--- config.mk ---
export PLATFORM = sky130hd
export DESIGN_NAME = nest_irq_ctrl
export DESIGN_NICKNAME = d
export VERILOG_FILES = /design/src/rtl/nic_pkg.sv /design/src/rtl/nic_cfg_regs.sv /design/src/rtl/nic_arbiter.sv /design/src/rtl/nic_vec_map.sv /design/src/rtl/nest_irq_ctrl.sv
export SDC_FILE = /design/constraint.sdc
export NUM_CORES = 1
export LEC_CHECK = 0
export BUFFER_PORTS_ARGS = -buffer_cell sky130_fd_sc_hd__buf_2
export CAP_MARGIN = 20
export CELL_PAD_IN_SITES_DETAIL_PLACEMENT = 1
export CELL_PAD_IN_SITES_GLOBAL_PLACEMENT = 1
export CORE_UTILIZATION = 42
export DETAILED_ROUTE_END_ITERATION = 16
export PLACE_DENSITY = 0.76
export SETUP_SLACK_MARGIN = 0.05
export SYNTH_ARGS = -nofsm -noshare
export SYNTH_HDL_FRONTEND = slang
export SYNTH_SLANG_ARGS = --single-unit
--- constraint.sdc ---
create_clock -name clk -period 73.4 [get_ports clk]
set_input_delay 18.35 -clock clk [delete_from_list [all_inputs] [get_ports clk]]
set_output_delay 18.35 -clock clk [all_outputs]
set_load 0.02 [all_outputs]
--- src/rtl/nic_pkg.sv ---
package nic_pkg;
    localparam int LVL_W = 3;
    typedef logic [LVL_W-1:0] lvl_t;
    localparam lvl_t LVL_TOP = '1;
endpackage

--- src/rtl/nic_cfg_regs.sv ---
module nic_cfg_regs #(
    parameter int N     = 54,
    parameter int VEC_W = $clog2(N)
) (
    input  logic                        clk,
    input  logic                        rst_n,
    input  logic                        we,
    input  logic [VEC_W-1:0]            idx,
    input  logic                        en_in,
    input  nic_pkg::lvl_t               lvl_in,
    output logic [N-1:0]                en_out,
    output logic [N-1:0][nic_pkg::LVL_W-1:0] lvl_out
);
    typedef struct packed {
        logic [N-1:0]                        en;
        logic [N-1:0][nic_pkg::LVL_W-1:0]    lvl;
    } cfg_t;

    cfg_t c_d, c_q;

    always_comb begin
        c_d = c_q;
        if (we && (int'(idx) < N)) begin
            c_d.en[idx]  = en_in;
            c_d.lvl[idx] = lvl_in;
        end
    end

    always_ff @(posedge clk) begin
        if (!rst_n) c_q <= '0;
        else        c_q <= c_d;
    end

    assign en_out  = c_q.en;
    assign lvl_out = c_q.lvl;
endmodule

--- src/rtl/nic_arbiter.sv ---
module nic_arbiter #(
    parameter int N     = 54,
    parameter int VEC_W = $clog2(N)
) (
    input  logic [N-1:0]                     pend,
    input  logic [N-1:0]                     en,
    input  logic [N-1:0][nic_pkg::LVL_W-1:0] lvl,
    output logic                             win_valid,
    output logic [VEC_W-1:0]                 win_idx,
    output nic_pkg::lvl_t                    win_lvl
);
    // Scan from the last vector down; ">=" lets a lower number take over a tie.
    always_comb begin
        win_valid = 1'b0;
        win_idx   = '0;
        win_lvl   = '0;
        for (int i = N - 1; i >= 0; i--) begin
            if (pend[i] && en[i] && (lvl[i] != '0) && (lvl[i] >= win_lvl)) begin
                win_valid = 1'b1;
                win_idx   = VEC_W'(i);
                win_lvl   = lvl[i];
            end
        end
    end

    always_comb begin
        if (win_valid) begin
            assert_win_eligible_R2: assert (pend[win_idx] && en[win_idx] && (lvl[win_idx] != '0));
        end
    end
endmodule

--- src/rtl/nic_vec_map.sv ---
module nic_vec_map #(
    parameter int          VEC_W    = 6,
    parameter int          ADDR_W   = 16,
    parameter logic [15:0] PRI_BASE = 16'h0000,
    parameter logic [15:0] ALT_OFS  = 16'h0080
) (
    input  logic [VEC_W-1:0]  vec,
    input  logic              alt,
    output logic [ADDR_W-1:0] addr
);
    localparam logic [ADDR_W-1:0] BASE_P = ADDR_W'(PRI_BASE);
    localparam logic [ADDR_W-1:0] BASE_A = ADDR_W'(PRI_BASE + ALT_OFS);
    localparam logic [ADDR_W-1:0] SKIP   = ADDR_W'(4);

    always_comb begin
        addr = (alt ? BASE_A : BASE_P) + SKIP + (ADDR_W'(vec) << 1);
    end
endmodule

--- src/rtl/nest_irq_ctrl.sv ---
module nest_irq_ctrl #(
    parameter int N      = 54,
    parameter int DEPTH  = 8,
    parameter int ADDR_W = 16,
    parameter int VEC_W  = $clog2(N)
) (
    input  logic              clk,
    input  logic              rst_n,
    input  logic [N-1:0]      irq_set,
    input  logic              cfg_we,
    input  logic [VEC_W-1:0]  cfg_idx,
    input  logic              cfg_en,
    input  logic [2:0]        cfg_lvl,
    input  logic              ipl_we,
    input  logic [2:0]        ipl_wdata,
    input  logic              nest_dis,
    input  logic              alt_sel,
    input  logic              rfi,
    output logic              take,
    output logic [VEC_W-1:0]  vec_num,
    output logic [ADDR_W-1:0] vec_addr,
    output logic [2:0]        cpu_lvl
);
    import nic_pkg::*;

    localparam int SP_W   = $clog2(DEPTH + 1);
    localparam int STK_IW = $clog2(DEPTH);

    typedef struct packed {
        logic [N-1:0]                 pend;
        lvl_t                         lvl;
        logic [SP_W-1:0]              sp;
        logic [DEPTH-1:0][LVL_W-1:0]  stk;
        logic                         take;
        logic [VEC_W-1:0]             vec;
        logic [ADDR_W-1:0]            addr;
    } state_t;

    state_t s_d, s_q;

    logic [N-1:0]              src_en;
    logic [N-1:0][LVL_W-1:0]   src_lvl;
    logic                      win_valid;
    logic [VEC_W-1:0]          win_idx;
    lvl_t                      win_lvl;
    logic [ADDR_W-1:0]         win_addr;
    logic [STK_IW-1:0]         push_i, pop_i;

    nic_cfg_regs #(.N(N), .VEC_W(VEC_W)) u_cfg (
        .clk(clk), .rst_n(rst_n), .we(cfg_we), .idx(cfg_idx),
        .en_in(cfg_en), .lvl_in(cfg_lvl), .en_out(src_en), .lvl_out(src_lvl)
    );

    nic_arbiter #(.N(N), .VEC_W(VEC_W)) u_arb (
        .pend(s_q.pend), .en(src_en), .lvl(src_lvl),
        .win_valid(win_valid), .win_idx(win_idx), .win_lvl(win_lvl)
    );

    nic_vec_map #(.VEC_W(VEC_W), .ADDR_W(ADDR_W)) u_map (
        .vec(win_idx), .alt(alt_sel), .addr(win_addr)
    );

    assign push_i = STK_IW'(s_q.sp);
    assign pop_i  = STK_IW'(s_q.sp - SP_W'(1));

    always_comb begin
        logic [N-1:0] clr;
        s_d      = s_q;
        s_d.take = 1'b0;
        clr      = '0;
        if (rfi) begin
            if (s_q.sp != '0) begin
                s_d.sp  = s_q.sp - SP_W'(1);
                s_d.lvl = s_q.stk[pop_i];
            end
        end else if (win_valid && (win_lvl > s_q.lvl) && (s_q.sp < SP_W'(DEPTH))) begin
            s_d.take        = 1'b1;
            s_d.vec         = win_idx;
            s_d.addr        = win_addr;
            s_d.stk[push_i] = s_q.lvl;
            s_d.sp          = s_q.sp + SP_W'(1);
            s_d.lvl         = nest_dis ? LVL_TOP : win_lvl;
            clr[win_idx]    = 1'b1;
        end else if (ipl_we && !nest_dis) begin
            s_d.lvl = ipl_wdata;
        end
        s_d.pend = (s_q.pend & ~clr) | irq_set;
    end

    always_ff @(posedge clk) begin
        if (!rst_n) s_q <= '0;
        else        s_q <= s_d;
    end

    assign take     = s_q.take;
    assign vec_num  = s_q.vec;
    assign vec_addr = s_q.addr;
    assign cpu_lvl  = s_q.lvl;

    assert_take_raises_R5: assert property (@(posedge clk) disable iff (!rst_n)
        s_q.take |-> (s_q.lvl > $past(s_q.lvl)));

    assert_nodest_seven_R6: assert property (@(posedge clk) disable iff (!rst_n)
        (s_q.take && $past(nest_dis)) |-> (s_q.lvl == LVL_TOP));

    assert_lvl_locked_R7: assert property (@(posedge clk) disable iff (!rst_n)
        ($past(nest_dis) && !$past(rfi) && !s_q.take) |-> $stable(s_q.lvl));

    assert_stack_bound_R9: assert property (@(posedge clk) disable iff (!rst_n)
        s_q.sp <= SP_W'(DEPTH));

    assert_return_wins_R11: assert property (@(posedge clk) disable iff (!rst_n)
        $past(rfi) |-> !s_q.take);
endmodule

==> impl_results.md <==
- CP startpoint: u_cfg.en_out[53]$_SDFFE_PN0P_
- Max-cap violation count: 0
- Placer congestion estimate: 0.959
- Initial drt markers: 2274
- LEAKAGE: 11.8 nW
- Tightest Pin Transition: 1130 ps
- Power Dens Cells: 14.4 nW/µm²
- Mapped Cells: 2880
- Worst ir drop on vdd: 15.5 µV
- Comb power frac: 7.0%
- Final Max Slew Viols: 0
- Post-synthesis area per instance: 7.37 µm²
- Psw: 0.000115 W
- Crit share post-route: 101%
- Asr flop ratio synth: 0%
- Synth Cell Area: 21200 µm²
- HP Start: s_q[38]$_SDFFE_PN0P_
- Register area share after synthesis: 29.7%
- Chip Width: 227 µm
- Initial Utilization: 42.5%
- Placed Area: 23900 µm²
- Full die area: 51400 µm²
- Final Cell Area: 29400 µm²
- Tot GR Track Use: 34.3%
- Syn. warnings: 0
- Switching Share: 27.1%
- Worst reg2reg startpoint: u_cfg.en_out[53]$_SDFFE_PN0P_
- GRT overflow: 0
- CTS tree: done
- Element type at the critical path end: flop
- Bufs on Longest Clock Path: 3
- Pint: 0.000310 W
- Final setup TNS: -70500 ps
- Part of the power in registers: 42.3%
- Core area: 50000 µm²
- Die height: 227 µm
- Clk root buf: clkbuf_16
- Syn-to-layout area delta: 38.6%
- Largest stage delay, worst path: 520 ps
- Most frequent cell on the critical path: nand2b_4
- Port bufs: 91
- Via-to-Cell Ratio: 6.46
- # DRC: 0
- Normalized max-slew margin: 24.4%
- Share of layout cells above drive strength 1: 32.8%
- Worst Path Arrival: 74690 ps
- Vias: 25977
- RSZ-0062 raised after global routing: yes
- Final Worst Setup Slack: -848 ps
- Hold Vio Cnt, Final: 0
- Critical path type: reg2reg
- Worst EP required: 73850 ps
- Pre-CTS worst setup slack: -4680 ps
- # rows: 82
- Yosys reg bits: 315
- I/O Pins: 100
- Total Nets Final: 3466
- # setup viols final: 99
- Status: finished with violations
- Critical path launch point type: flop
- Pin count of the biggest net entering global routing: 150
- Final Util: 58.9%
- Drt pass-1 iters: 6
- Number of library cell types mapped by synthesis: 113
- DP HPWL: 58300 µm
- Clock Power Share: 50.7%
- Post-Route WL: 104000 µm
- Initial antenna violation count: 2
- First-pass GRT wire length: 138000 µm
- Period minus WS final: 74250 ps
- H-tree lvl count: 2
- Number of flops mapped to enable cells by yosys: 0
- Post-DRT Antenna Nets: 0
- DR WL/cell: 25.8 µm
- Fmax: 0.0135 GHz
- Clock-pin slew on the worst setup and hold paths: 60 ps
- Hold Path Class: reg2reg
- # hold bufs at CTS: 0
- Slowest cell on crit path: or4_4
- Crit Path Max Fanout: 7
- Predominant post-synthesis flop cell: dfxtp_1
- Filler Cell Count: 5985
- Worst Hold Slack: 462 ps
- Setup Skew: 36.7 ps
- Total CTS buffers: 40
- Violated checks: setup timing
- Clock Sinks: 315
- Clk_lat worst skew: 600 ps
- Vias in the first global route: 25183
[kinds of logic (layout without fill, tap and decap cells)]
| group | Yosys count | after routing | synth area share, % |
|---|---|---|---|
| XOR/XNOR | 5 | 5 | 0.206 |
| flip-flops | 315 | 315 | 29.7 |
| adder cells (fa/ha/maj) | 93 | 93 | 5.22 |
| AO/OA/AOI/OAI | 1020 | 1020 | 30.6 |
| multiplexers | 96 | 96 | 5.02 |
| buffers and inverters | 304 | 767 | 5.94 |
| AND/OR/NAND/NOR | 1046 | 1046 | 23.2 |
| other | 1 | 9 | 0.0177 |
[cell usage in the layout, fill, tap and decap left out, drive strengths merged, types with 22 or more instances in the layout]
master / instances
nand2b: 67
clkbuf: 56
a31oi: 42
o21a: 31
o31ai: 22
and2: 50
dfxtp: 315
a21o: 29
and3: 39
a21oi: 311
a211oi: 28
nand2: 377
o21ai: 330
maj3: 23
mux2i: 77
o2111ai: 23
nor2b: 22
inv: 136
nor2: 277
buf: 558
nand3: 79
o211ai: 29
nor3: 37
ha: 70
[state kept, by name, indices dropped and copies added (netlist names)]
| name | count |
|---|---|
| cpu_lvl | 3 |
| push_i | 3 |
| s_q | 79 |
| take | 1 |
| u_cfg.en_out | 54 |
| u_cfg.lvl_out | 162 |
| vec_addr | 7 |
| vec_num | 6 |
[routing by layer]
metal | track usage, % | share of wire, % | vias up
met5 | 0 | 0.0068 | -
met4 | 18.2 | 6.9 | 2
met3 | 5.46 | 7.1 | 508
met2 | 58.8 | 48 | 1367
met1 | 40.9 | 38 | 12837
li1 | - | - | 11263
[path summary, 6_finish.rpt]
kind	to	slack, ps	cells past startpoint
worst max-delay path	s_q[87]$_SDFF_PN0_	-850	418
worst min-delay path	s_q[38]$_SDFFE_PN0P_	460	2
worst max register to register	s_q[87]$_SDFF_PN0_	-850	418
worst min register to register	s_q[38]$_SDFFE_PN0P_	460	2
[power by group through the flow]
| stage | logic [W] | clock network, W | registers [W] |
|---|---|---|---|
| after floorplan | 0.0000167 | 0 | 0.000180 |
| after global placement | 0.0000243 | 0 | 0.000182 |
| after detailed placement | 0.0000255 | 0 | 0.000183 |
| after CTS | 0.0000261 | 0.000215 | 0.000179 |
| after global routing | 0.0000310 | 0.000222 | 0.000180 |
| final | 0.0000296 | 0.000216 | 0.000180 |
[through the flow]
step	instances	total power (W)
floorplan	2887	0.000197
global placement	3750	0.000207
detailed placement	3751	0.000208
CTS	3933	0.000421
global route	4022	0.000432
finish	4023	0.000425
[cell type report]
type	instances	area [µm²]	area share (%)
well taps	672	841	2.86
clock inverters	17	235	0.800
diodes	1	2.50	0.00851
clock buffers	53	1140	3.88
flip-flops and latches	315	6310	21.4
inverters	136	515	1.75
repair buffers	561	4290	14.6
multi-input cells	2268	16100	54.7
[synth_stat cells, types with 10 or more instances]
cell type	count	share of area (%)
nand2_1	376	6.7
o21ai_0	324	7.6
dfxtp_1	315	30
a21oi_1	308	7.3
nor2_1	274	4.8
inv_1	135	2.4
clkbuf_1	127	2.2
nand3_1	78	1.8
mux2i_1	76	3.6
ha_1	70	4.1
nand2b_1	67	2.0
and2_1	47	1.4
and3_1	39	1.1
a31oi_1	38	1.1
nor3_1	34	0.80
o21a_1	30	1.1
o211ai_1	27	0.96
a21o_1	26	0.92
buf_4	26	0.92
a211oi_1	23	0.81
o2111ai_1	23	0.95
maj3_1	21	0.99
nor2b_1	21	0.62
o31ai_1	19	0.67
nand4_1	18	0.53
or2_2	16	0.47
a22oi_1	13	0.46
mux2_2	13	0.69
o21bai_1	13	0.46
a41oi_1	12	0.50
o211a_1	12	0.57
o31a_1	12	0.50
a31o_2	11	0.45
nor3b_1	11	0.39
o221ai_1	11	0.45
or3_1	11	0.32
o2111a_1	10	0.53
[repair_timing]
| action | in CTS | in global routing |
|---|---|---|
| pin swaps | 87 | 254 |
| setup endpoints to repair | 99 | 99 |
| gates cloned | 0 | 3 |
| hold endpoints to repair | 0 | 0 |
| buffers inserted | 112 | 89 |
| resized for setup | 148 | 384 |
[critical path, delay by kind of cell (launching register included)]
| family | cells | cell delay (ps) |
|---|---|---|
| AOI/OAI and AO/OA | 159 | 25970 |
| and+or+nand+nor | 149 | 20530 |
| adders and majority gates | 68 | 19440 |
| muxes | 14 | 4280 |
| buffers and inverters | 28 | 3390 |
| DFF | 1 | 350 |
(Power assumes the default switching activity.)
